`config.mk`:
```
export PLATFORM = sky130hd
export DESIGN_NAME = extirq_ctrl
export DESIGN_NICKNAME = d
export VERILOG_FILES = /design/src/rtl/extirq_pkg.sv /design/src/rtl/extirq_sync.sv /design/src/rtl/extirq_detect.sv /design/src/rtl/extirq_regs.sv /design/src/rtl/extirq_ctrl.sv
export SDC_FILE = /design/constraint.sdc
export NUM_CORES = 1
export LEC_CHECK = 0
export ABC_AREA = 1
export CAP_MARGIN = 20
export CORE_MARGIN = 5
export CORE_UTILIZATION = 56
export CTS_BUF_LIST = sky130_fd_sc_hd__clkbuf_2 sky130_fd_sc_hd__clkbuf_4 sky130_fd_sc_hd__clkbuf_8
export DETAILED_ROUTE_END_ITERATION = 10
export GPL_ROUTABILITY_DRIVEN = 0
export PLACE_DENSITY = 0.84
export SLEW_MARGIN = 20
export SYNTH_ARGS = -nofsm -noshare
export SYNTH_HDL_FRONTEND = slang
export SYNTH_SLANG_ARGS = --single-unit
```
`constraint.sdc`:
```
create_clock -name clk -period 3.33 [get_ports clk]
set_input_delay 0.666 -clock clk [delete_from_list [all_inputs] [get_ports clk]]
set_output_delay 0.666 -clock clk [all_outputs]
set_load 0.02 [all_outputs]
```
`src/rtl/extirq_pkg.sv`:
```
package extirq_pkg;
  localparam int DATA_W = 32;
  localparam int ADDR_W = 3;

  typedef enum logic [ADDR_W-1:0] {
    RS_ARM_SET  = 3'd0,
    RS_ARM_CLR  = 3'd1,
    RS_ARM      = 3'd2,
    RS_SENSE    = 3'd3,
    RS_EDGE_DIR = 3'd4,
    RS_LVL_POL  = 3'd5,
    RS_FLAG     = 3'd6,
    RS_FLAG_CLR = 3'd7
  } reg_sel_e;
endpackage

```
`src/rtl/extirq_sync.sv`:
```
module extirq_sync #(
  parameter int W = 8
) (
  input  logic         clk,
  input  logic         rst,
  input  logic [W-1:0] pin_async,
  output logic [W-1:0] pin_sync
);
  logic [W-1:0] stage1_q;
  logic [W-1:0] stage2_q;

  always_ff @(posedge clk) begin
    if (rst) begin
      stage1_q <= '0;
      stage2_q <= '0;
    end else begin
      stage1_q <= pin_async;
      stage2_q <= stage1_q;
    end
  end

  assign pin_sync = stage2_q;
endmodule

```
`src/rtl/extirq_detect.sv`:
```
module extirq_detect #(
  parameter int W = 8
) (
  input  logic         clk,
  input  logic         rst,
  input  logic [W-1:0] pin_sync,
  input  logic [W-1:0] sense_lvl,
  input  logic [W-1:0] edge_rise,
  input  logic [W-1:0] lvl_high,
  input  logic [W-1:0] clr_mask,
  output logic [W-1:0] flag
);
  logic [W-1:0] prev_q;
  logic [W-1:0] flag_q;
  logic [W-1:0] hit;

  for (genvar i = 0; i < W; i++) begin : g_line
    logic rise_w;
    logic fall_w;
    assign rise_w = pin_sync[i] & ~prev_q[i];
    assign fall_w = ~pin_sync[i] & prev_q[i];
    always_comb begin
      if (sense_lvl[i])
        hit[i] = lvl_high[i] ? pin_sync[i] : ~pin_sync[i];
      else
        hit[i] = edge_rise[i] ? rise_w : fall_w;
    end
  end

  always_ff @(posedge clk) begin
    if (rst) begin
      prev_q <= '0;
      flag_q <= '0;
    end else begin
      prev_q <= pin_sync;
      flag_q <= hit | (flag_q & ~clr_mask);
    end
  end

  assign flag = flag_q;
endmodule

```
`src/rtl/extirq_regs.sv`:
```
module extirq_regs
  import extirq_pkg::*;
#(
  parameter int W = 8
) (
  input  logic              clk,
  input  logic              rst,
  input  logic              we,
  input  logic [ADDR_W-1:0] addr,
  input  logic [DATA_W-1:0] wdata,
  input  logic [W-1:0]      flag,
  output logic [W-1:0]      arm,
  output logic [W-1:0]      sense_lvl,
  output logic [W-1:0]      edge_rise,
  output logic [W-1:0]      lvl_high,
  output logic [W-1:0]      clr_mask,
  output logic [DATA_W-1:0] rdata
);
  logic [W-1:0] wbits;
  logic [W-1:0] arm_q, sense_q, edge_q, lvl_q;
  logic [W-1:0] rsel;

  assign wbits = wdata[W-1:0];

  always_ff @(posedge clk) begin
    if (rst) begin
      arm_q   <= '0;
      sense_q <= '0;
      edge_q  <= '0;
      lvl_q   <= '0;
    end else if (we) begin
      unique case (reg_sel_e'(addr))
        RS_ARM_SET:  arm_q   <= arm_q | wbits;
        RS_ARM_CLR:  arm_q   <= arm_q & ~wbits;
        RS_SENSE:    sense_q <= wbits;
        RS_EDGE_DIR: edge_q  <= wbits;
        RS_LVL_POL:  lvl_q   <= wbits;
        default: ;
      endcase
    end
  end

  assign clr_mask = (we && reg_sel_e'(addr) == RS_FLAG_CLR) ? wbits : '0;

  always_comb begin
    unique case (reg_sel_e'(addr))
      RS_ARM:      rsel = arm_q;
      RS_SENSE:    rsel = sense_q;
      RS_EDGE_DIR: rsel = edge_q;
      RS_LVL_POL:  rsel = lvl_q;
      RS_FLAG:     rsel = flag;
      default:     rsel = '0;
    endcase
  end

  always_ff @(posedge clk) begin
    if (rst) begin
      rdata <= '0;
    end else begin
      rdata        <= '0;
      rdata[W-1:0] <= rsel;
    end
  end

  assign arm       = arm_q;
  assign sense_lvl = sense_q;
  assign edge_rise = edge_q;
  assign lvl_high  = lvl_q;
endmodule

```
`src/rtl/extirq_ctrl.sv`:
```
module extirq_ctrl
  import extirq_pkg::*;
#(
  parameter int N_LINES = 8
) (
  input  logic              clk,
  input  logic              rst,
  input  logic              bus_we,
  input  logic [ADDR_W-1:0] bus_addr,
  input  logic [DATA_W-1:0] bus_wdata,
  output logic [DATA_W-1:0] bus_rdata,
  input  logic [N_LINES-1:0] pins,
  output logic              irq_out
);
  logic [N_LINES-1:0] pin_sync;
  logic [N_LINES-1:0] arm_q, flag_q;
  logic [N_LINES-1:0] sense_lvl, edge_rise, lvl_high, clr_mask;
  logic               irq_q;

  extirq_sync #(.W(N_LINES)) u_sync (
    .clk(clk), .rst(rst), .pin_async(pins), .pin_sync(pin_sync)
  );

  extirq_detect #(.W(N_LINES)) u_detect (
    .clk(clk), .rst(rst), .pin_sync(pin_sync), .sense_lvl(sense_lvl),
    .edge_rise(edge_rise), .lvl_high(lvl_high), .clr_mask(clr_mask),
    .flag(flag_q)
  );

  extirq_regs #(.W(N_LINES)) u_regs (
    .clk(clk), .rst(rst), .we(bus_we), .addr(bus_addr), .wdata(bus_wdata),
    .flag(flag_q), .arm(arm_q), .sense_lvl(sense_lvl), .edge_rise(edge_rise),
    .lvl_high(lvl_high), .clr_mask(clr_mask), .rdata(bus_rdata)
  );

  always_ff @(posedge clk) begin
    if (rst) irq_q <= 1'b0;
    else     irq_q <= |(flag_q & arm_q);
  end

  assign irq_out = irq_q;
endmodule

```
==> out/qor.yml, run 1 <==
status: "completed"
timing.final.crit_period_ns: 2.356
path_clk_slew_ns: 0.07
seqPwrFrac: 0.527
crit_chain: "clkdlybuf4s50_1 > nand4_2 > o21ai_0 > a21oi_1"
rr_startpoint: "u_sync.pin_sync[3]$_SDFF_PP0_"
hold_buffers: 0
clk_latency_ns: 0.34
cts_tree: "built"
crit_required_ns: 3.54
cp.arrival_ns: 2.57
fin_worst_skew_ns: 0.006121
synth-main-ff-cell: "dfxtp_1"
layout-drive-gt1-share: 0.06180
coreArea_um2: 5956
finalWirelength_mm: 8.021
grt-ovfl-total: 0
htree_levels: 3
std_cell_rows: 28
finalSetupViolCount: 0
diodes: 0
syn_to_final_growth_pct: 12.45
swShare: 0.2595
die_h_um: 88.34
ctsResizeCount: 0
synth_edf_count: 0
synth-seq-cells: 73
dp.cells: 595
yosysUniqueCellTypes: 23
pin_count: 79
ys_seq_area_frac: 0.4252
fmax_mhz: 424.4
slew_viol_final: 0
syn_area_um2: 3437
setup_tns_ns: 0
worstHoldEndpoint: "u_sync.pin_sync[1]$_SDFF_PP0_"
antenna_found_initial: 0
num_vias: 3195
ys_warn_count: 0
slew_headroom: 0.4966
critical_path_class: "in2reg"
timing_hold_violations_final: 0
crit_buf_inv: 1
cp-start-kind: "input pin"
wire_per_inst_um: 13.17
worstMarginPinSlew_ns: 0.7527
drt-met1-wl_mm: 3.409
stdcell_count: 609
grt_max_degree: 50
die_w_um: 88.34
combPwrFrac: 0.117
peakVddDrop_uv: 271.4
r2r_cells: 7
first_pass_iters: 5
post_cts_buffers: 0
initial_core_util: 0.5771
top_layer_used: "met4"
die_area_um2: 7804
pwr-share-clk: 0.356
clock-sinks: 73
reg2reg_to: "u_detect.flag[3]$_SDFF_PP0_"
hpwl_mm: 5.202
syn-instance-count: 504
end_kind: "flip-flop"
drt.antenna.violating_nets: 0
cpLargestDelayFamily: "buffers and inverters"
worstHoldPathType: "reg2reg"
grt_pass1_vias: 2838
p_per_area_nw_per_um2: 455.8
drc: 0
nets: 577
wl_met3_um: 565
portBuffers: 30
post-route-period-util: 0.7075
cts_root_buf: "clkbuf_8"
drv_cap: 0
cts_buffers: 9
worstHoldStart: "u_sync.stage1_q[1]$_SDFF_PP0_"
via_per_inst: 5.246
rsz0062_at_grt: "false"
ys_async_sr_fraction: 0
drt_iter0_drc: 278
grt_pass1_wl_mm: 13.23
regToRegSetupSlack_ns: 2.37
met2RoutedLength_mm: 3.835
synth_area_per_cell_um2: 6.820
crit_fanout: 16
grtUsageTotal: 0.2202
crit_path_max_incr_delay_ns: 0.96
slowest_stage: "clkdlybuf4s50_1"
p_int_mw: 1.304
worstHoldPathCells: 2
p_sw_mw: 0.4571
p_leak_nw: 1.650
clock_path_buffers: 2
[worst max path at each step]
stage	start	cells after the start	endpoint	slack, ns
global placement	bus_addr[0]	4	u_regs.sense_lvl[0]$_SDFFE_PP0P_	0.70
finish	bus_addr[0]	4	u_regs.sense_lvl[4]$_SDFFE_PP0P_	0.97
global route	bus_addr[0]	4	u_regs.sense_lvl[4]$_SDFFE_PP0P_	0.86
CTS	bus_addr[0]	4	u_regs.sense_lvl[4]$_SDFFE_PP0P_	1.05
floorplan	bus_addr[0]	5	u_regs.edge_rise[0]$_SDFFE_PP0P_	1.82
detailed placement	bus_addr[0]	4	u_regs.sense_lvl[4]$_SDFFE_PP0P_	0.70
[metal layers]
| layer | GRT usage | vias to the layer above |
|---|---|---|
| met4 | 0.1140 | 0 |
| met2 | 0.3657 | 134 |
| li1 | - | 1589 |
| met3 | 0.03073 | 18 |
| met1 | 0.2783 | 1454 |
| met5 | 0 | - |
[Yosys cell counts (2+ instances only)]
library cell  instances  area, µm²
a21oi_1              25      125.1
buf_2                12      60.06
buf_4                25      187.7
clkbuf_1              7      26.28
dfxtp_1              73       1461
inv_1                75      281.5
nand2_1              93      349.1
nand3_1              39      195.2
nand4_1              25      156.4
nor2_1               82      307.8
nor2_2                3      18.77
nor3_1                8      40.04
nor3_4                2      32.53
o21ai_0              25      125.1
o21ai_1               2      10.01
[worst min-delay path, delay by kind of cell (launching register included)]
family                 cells  cell delay [ns]
buffers and inverters      1             0.04
DFF                        1             0.30
and+or+nand+nor            1             0.03
[kinds of logic (layout without fill, tap and decap cells)]
family,after synthesis,count (layout),synth area share
AOI/OAI and AO/OA,52,52,0.07572
xor gates and xnor gates,1,1,0.002549
buffers and inverters,122,129,0.1671
DFF,73,73,0.4252
other,1,24,0.001091
and+or+nand+nor,255,255,0.3284
[placed cells by master (no fill, tap or decap)]
cell	instances
xnor2_1	1
nor2_1	82
buf_4	9
nor2_2	3
nand4_1	25
dfxtp_1	73
inv_1	75
inv_2	1
buf_2	1
o21ai_0	25
nor3_4	2
conb_1	24
clkbuf_4	3
nand3_2	1
clkdlybuf4s50_1	29
a21oi_1	25
nand2_1	93
o21ai_1	2
nor3_1	8
clkbuf_8	11
nand2_2	1
nand4_2	1
nand3_1	39
[metrics by stage]
stage / worst slack, ns / utilization / area (µm²) / power (mW) / hold slack (ns)
after floorplan: 1.818 / - / 3523 / 1.102 / 0.3883
after global placement: 0.7042 / 0.6197 / 3691 / 1.143 / 0.3890
after detailed placement: 0.6970 / 0.6197 / 3691 / 1.149 / 0.3921
after CTS: 1.053 / 0.6490 / 3865 / 1.765 / 0.4016
after global routing: 0.8610 / 0.6490 / 3865 / 1.841 / 0.4260
final: 0.9740 / 0.6490 / 3865 / 1.762 / 0.4003
[power groups by stage]
stage / sequential [mW] / clock [mW] / combinational, mW
finish: 0.928 / 0.627 / 0.207
global route: 0.932 / 0.679 / 0.230
CTS: 0.928 / 0.634 / 0.204
detailed placement: 0.947 / 0 / 0.202
global placement: 0.946 / 0 / 0.197
floorplan: 0.945 / 0 / 0.157
[layout make-up]
| type | instances | area [µm²] |
|---|---|---|
| fill | 514 | 2091 |
| tap | 75 | 93.84 |
| clock buffer | 14 | 173.9 |
| sequential | 73 | 1461 |
| multi-input combinational | 332 | 1488 |
| timing repair buffer | 39 | 362.8 |
| inverter | 76 | 285.3 |
Note: power is estimated with default switching activity, not from simulation.
==> inputs of run 2 (changes only) <==
--- a/config.mk
+++ b/config.mk
@@ -8,11 +8,11 @@
 export ABC_AREA = 1
 export CAP_MARGIN = 20
 export CORE_MARGIN = 5
-export CORE_UTILIZATION = 56
+export CORE_UTILIZATION = 52
 export CTS_BUF_LIST = sky130_fd_sc_hd__clkbuf_2 sky130_fd_sc_hd__clkbuf_4 sky130_fd_sc_hd__clkbuf_8
 export DETAILED_ROUTE_END_ITERATION = 10
 export GPL_ROUTABILITY_DRIVEN = 0
-export PLACE_DENSITY = 0.84
+export PLACE_DENSITY = 0.78
 export SLEW_MARGIN = 20
 export SYNTH_ARGS = -nofsm -noshare
 export SYNTH_HDL_FRONTEND = slang
==> constraint.sdc (replaced) <==
create_clock -name clk -period 2.4 [get_ports clk]
set_input_delay 0.48 -clock clk [delete_from_list [all_inputs] [get_ports clk]]
set_output_delay 0.48 -clock clk [all_outputs]
set_load 0.02 [all_outputs]
==> out/qor.yml, run 2 (same netlist as run 1, synthesis figures left out) <==
cts_buffers: 9  # unchanged
grt_max_degree: 50  # unchanged
final_common_cell: "nand2_1"
clock_path_buffers: 2  # unchanged
portBuffers: 30  # unchanged
drv_cap: 0  # unchanged
timing.final.crit_period_ns: 1.810
clock-sinks: 73  # unchanged
clk_latency_ns: 0.34  # about the same
drt_iter0_drc: 268  # -3.6%
finalWorstSetupSlack_ns: 0.5900  # -0.3839 ns
crit_fanout: 10  # -6
preCtsSetupSlack_ns: 0.2818  # -0.4152 ns
status: "completed"
die_h_um: 91.30  # +3.4%
cts_root_buf: "clkbuf_8"
timing_hold_violations_final: 0  # unchanged
finalWirelength_mm: 8.177  # +1.9%
peakVddDrop_uv: 555.6  # +100%
layout_common_cells: "nand2_1, nor2_1, inv_1"
multi_input_area_um2: 1488  # unchanged
startpoint: "bus_addr[2]"
path_clk_slew_ns: 0.08  # about the same
setup_tns_ns: 0  # unchanged
finalSetupViolCount: 0  # unchanged
area.sequential_um2: 1461  # unchanged
pin_count: 79  # unchanged
fmax_mhz: 552.5
ctsResizeCount: 0  # unchanged
worstHoldStart: "u_sync.stage1_q[3]$_SDFF_PP0_"
cp-start-kind: "input pin"
antenna_found_initial: 0  # unchanged
post-route-period-util: 0.7542
initial_core_util: 0.5382  # -0.03890
wire_per_inst_um: 13.06  # -0.82%
drc: 0  # unchanged
fin_worst_skew_ns: 0.01144  # +0.005316 ns
rsz0062_at_grt: "false"
grtUsageTotal: 0.1990  # -0.02123
die_w_um: 91.30  # +3.4%
diodes: 0  # unchanged
coreArea_um2: 6386  # +7.2%
end_kind: "flip-flop"
cp.arrival_ns: 2.08  # -0.49 ns
fillerInstances: 578  # +12%
drt.antenna.violating_nets: 0  # unchanged
grt_pass1_wl_mm: 13.57  # +2.5%
htree_levels: 3  # unchanged
die_area_um2: 8336  # +6.8%
std_cell_rows: 29  # +3.6%
via_per_inst: 5.190  # -1.1%
nets: 590  # +2.3%
first_pass_iters: 6  # +1
cts_tree: "built"
slew_viol_final: 0  # unchanged
slew_headroom: 0.5150  # +0.01839
hold_buffers: 0  # unchanged
rr_startpoint: "u_sync.pin_sync[0]$_SDFF_PP0_"
worstMarginPinSlew_ns: 0.7267  # -0.02603 ns
layout-drive-gt1-share: 0.08743  # +0.02563
p_leak_nw: 1.736  # +5.2%
finalPower_mw: 2.664  # +51%
p_per_area_nw_per_um2: 662.6  # +45%
post_cts_buffers: 0  # unchanged
syn_to_final_growth_pct: 16.96
hpwl_mm: 5.528  # +6.3%
num_vias: 3249  # +1.7%
grt_pass1_vias: 2912  # +2.6%
grt-ovfl-total: 0  # unchanged
critical_path_class: "in2reg"
worstHoldPathType: "reg2reg"
crit_required_ns: 2.67  # -0.87 ns
[run 2: layout make-up]
| class | count | share of cell area |
|---|---|---|
| flip-flops and latches | 73 | 0.3635 |
| repair buffers | 52 | 0.1145 |
| clock buffers | 11 | 0.03766 |
| clock inverters | 5 | 0.01930 |
| inverters | 76 | 0.07096 |
| well taps | 77 | 0.02397 |
| multi-input cells | 332 | 0.3701 |
[run 2: final timing paths]
kind	to	slack, ns	cells past startpoint
setup / recovery	flip-flop	0.59	7
hold reg to reg	u_sync.pin_sync[3]$_SDFF_PP0_	0.40	2
setup reg to reg	u_detect.flag[0]$_SDFF_PP0_	1.42	7
hold / removal	u_sync.pin_sync[3]$_SDFF_PP0_	0.40	2
[run 2: layer usage]
layer  GRT usage  vias up  wire, µm
met3     0.02727       24       663
met2      0.3245      153      3825
met4     0.09169        0       195
met5           0        -         0
li1            -     1613         -
met1      0.2607     1459      3491
[run 2: per-stage QoR]
step	hold WS [ns]	util	instance area, µm²	std cells
after CTS	0.4022	0.6295	4020	626
after global routing	0.4137	0.6295	4020	626
final	0.3954	0.6295	4020	626
after detailed placement	0.3950	0.5937	3791	610
after floorplan	0.3883	-	3523	527
after global placement	0.3884	0.5937	3791	610
[run 2: worst max-delay path, cell delays in order]
cell and delay [ns]:
clkdlybuf4s50_1 0.56, buf_4 0.26, nor3_4 0.38, nand2_1 0.12, nand2_1 0.08, nand2_1 0.05, nor2_1 0.14
[run 2: power by group]
group | switching [mW] | internal [mW] | leakage, nW
Clock | 0.437 | 0.638 | 0.115
Combinational | 0.196 | 0.105 | 1.02
Sequential | 0.0285 | 1.26 | 0.596
Total | 0.662 | 2.00 | 1.74
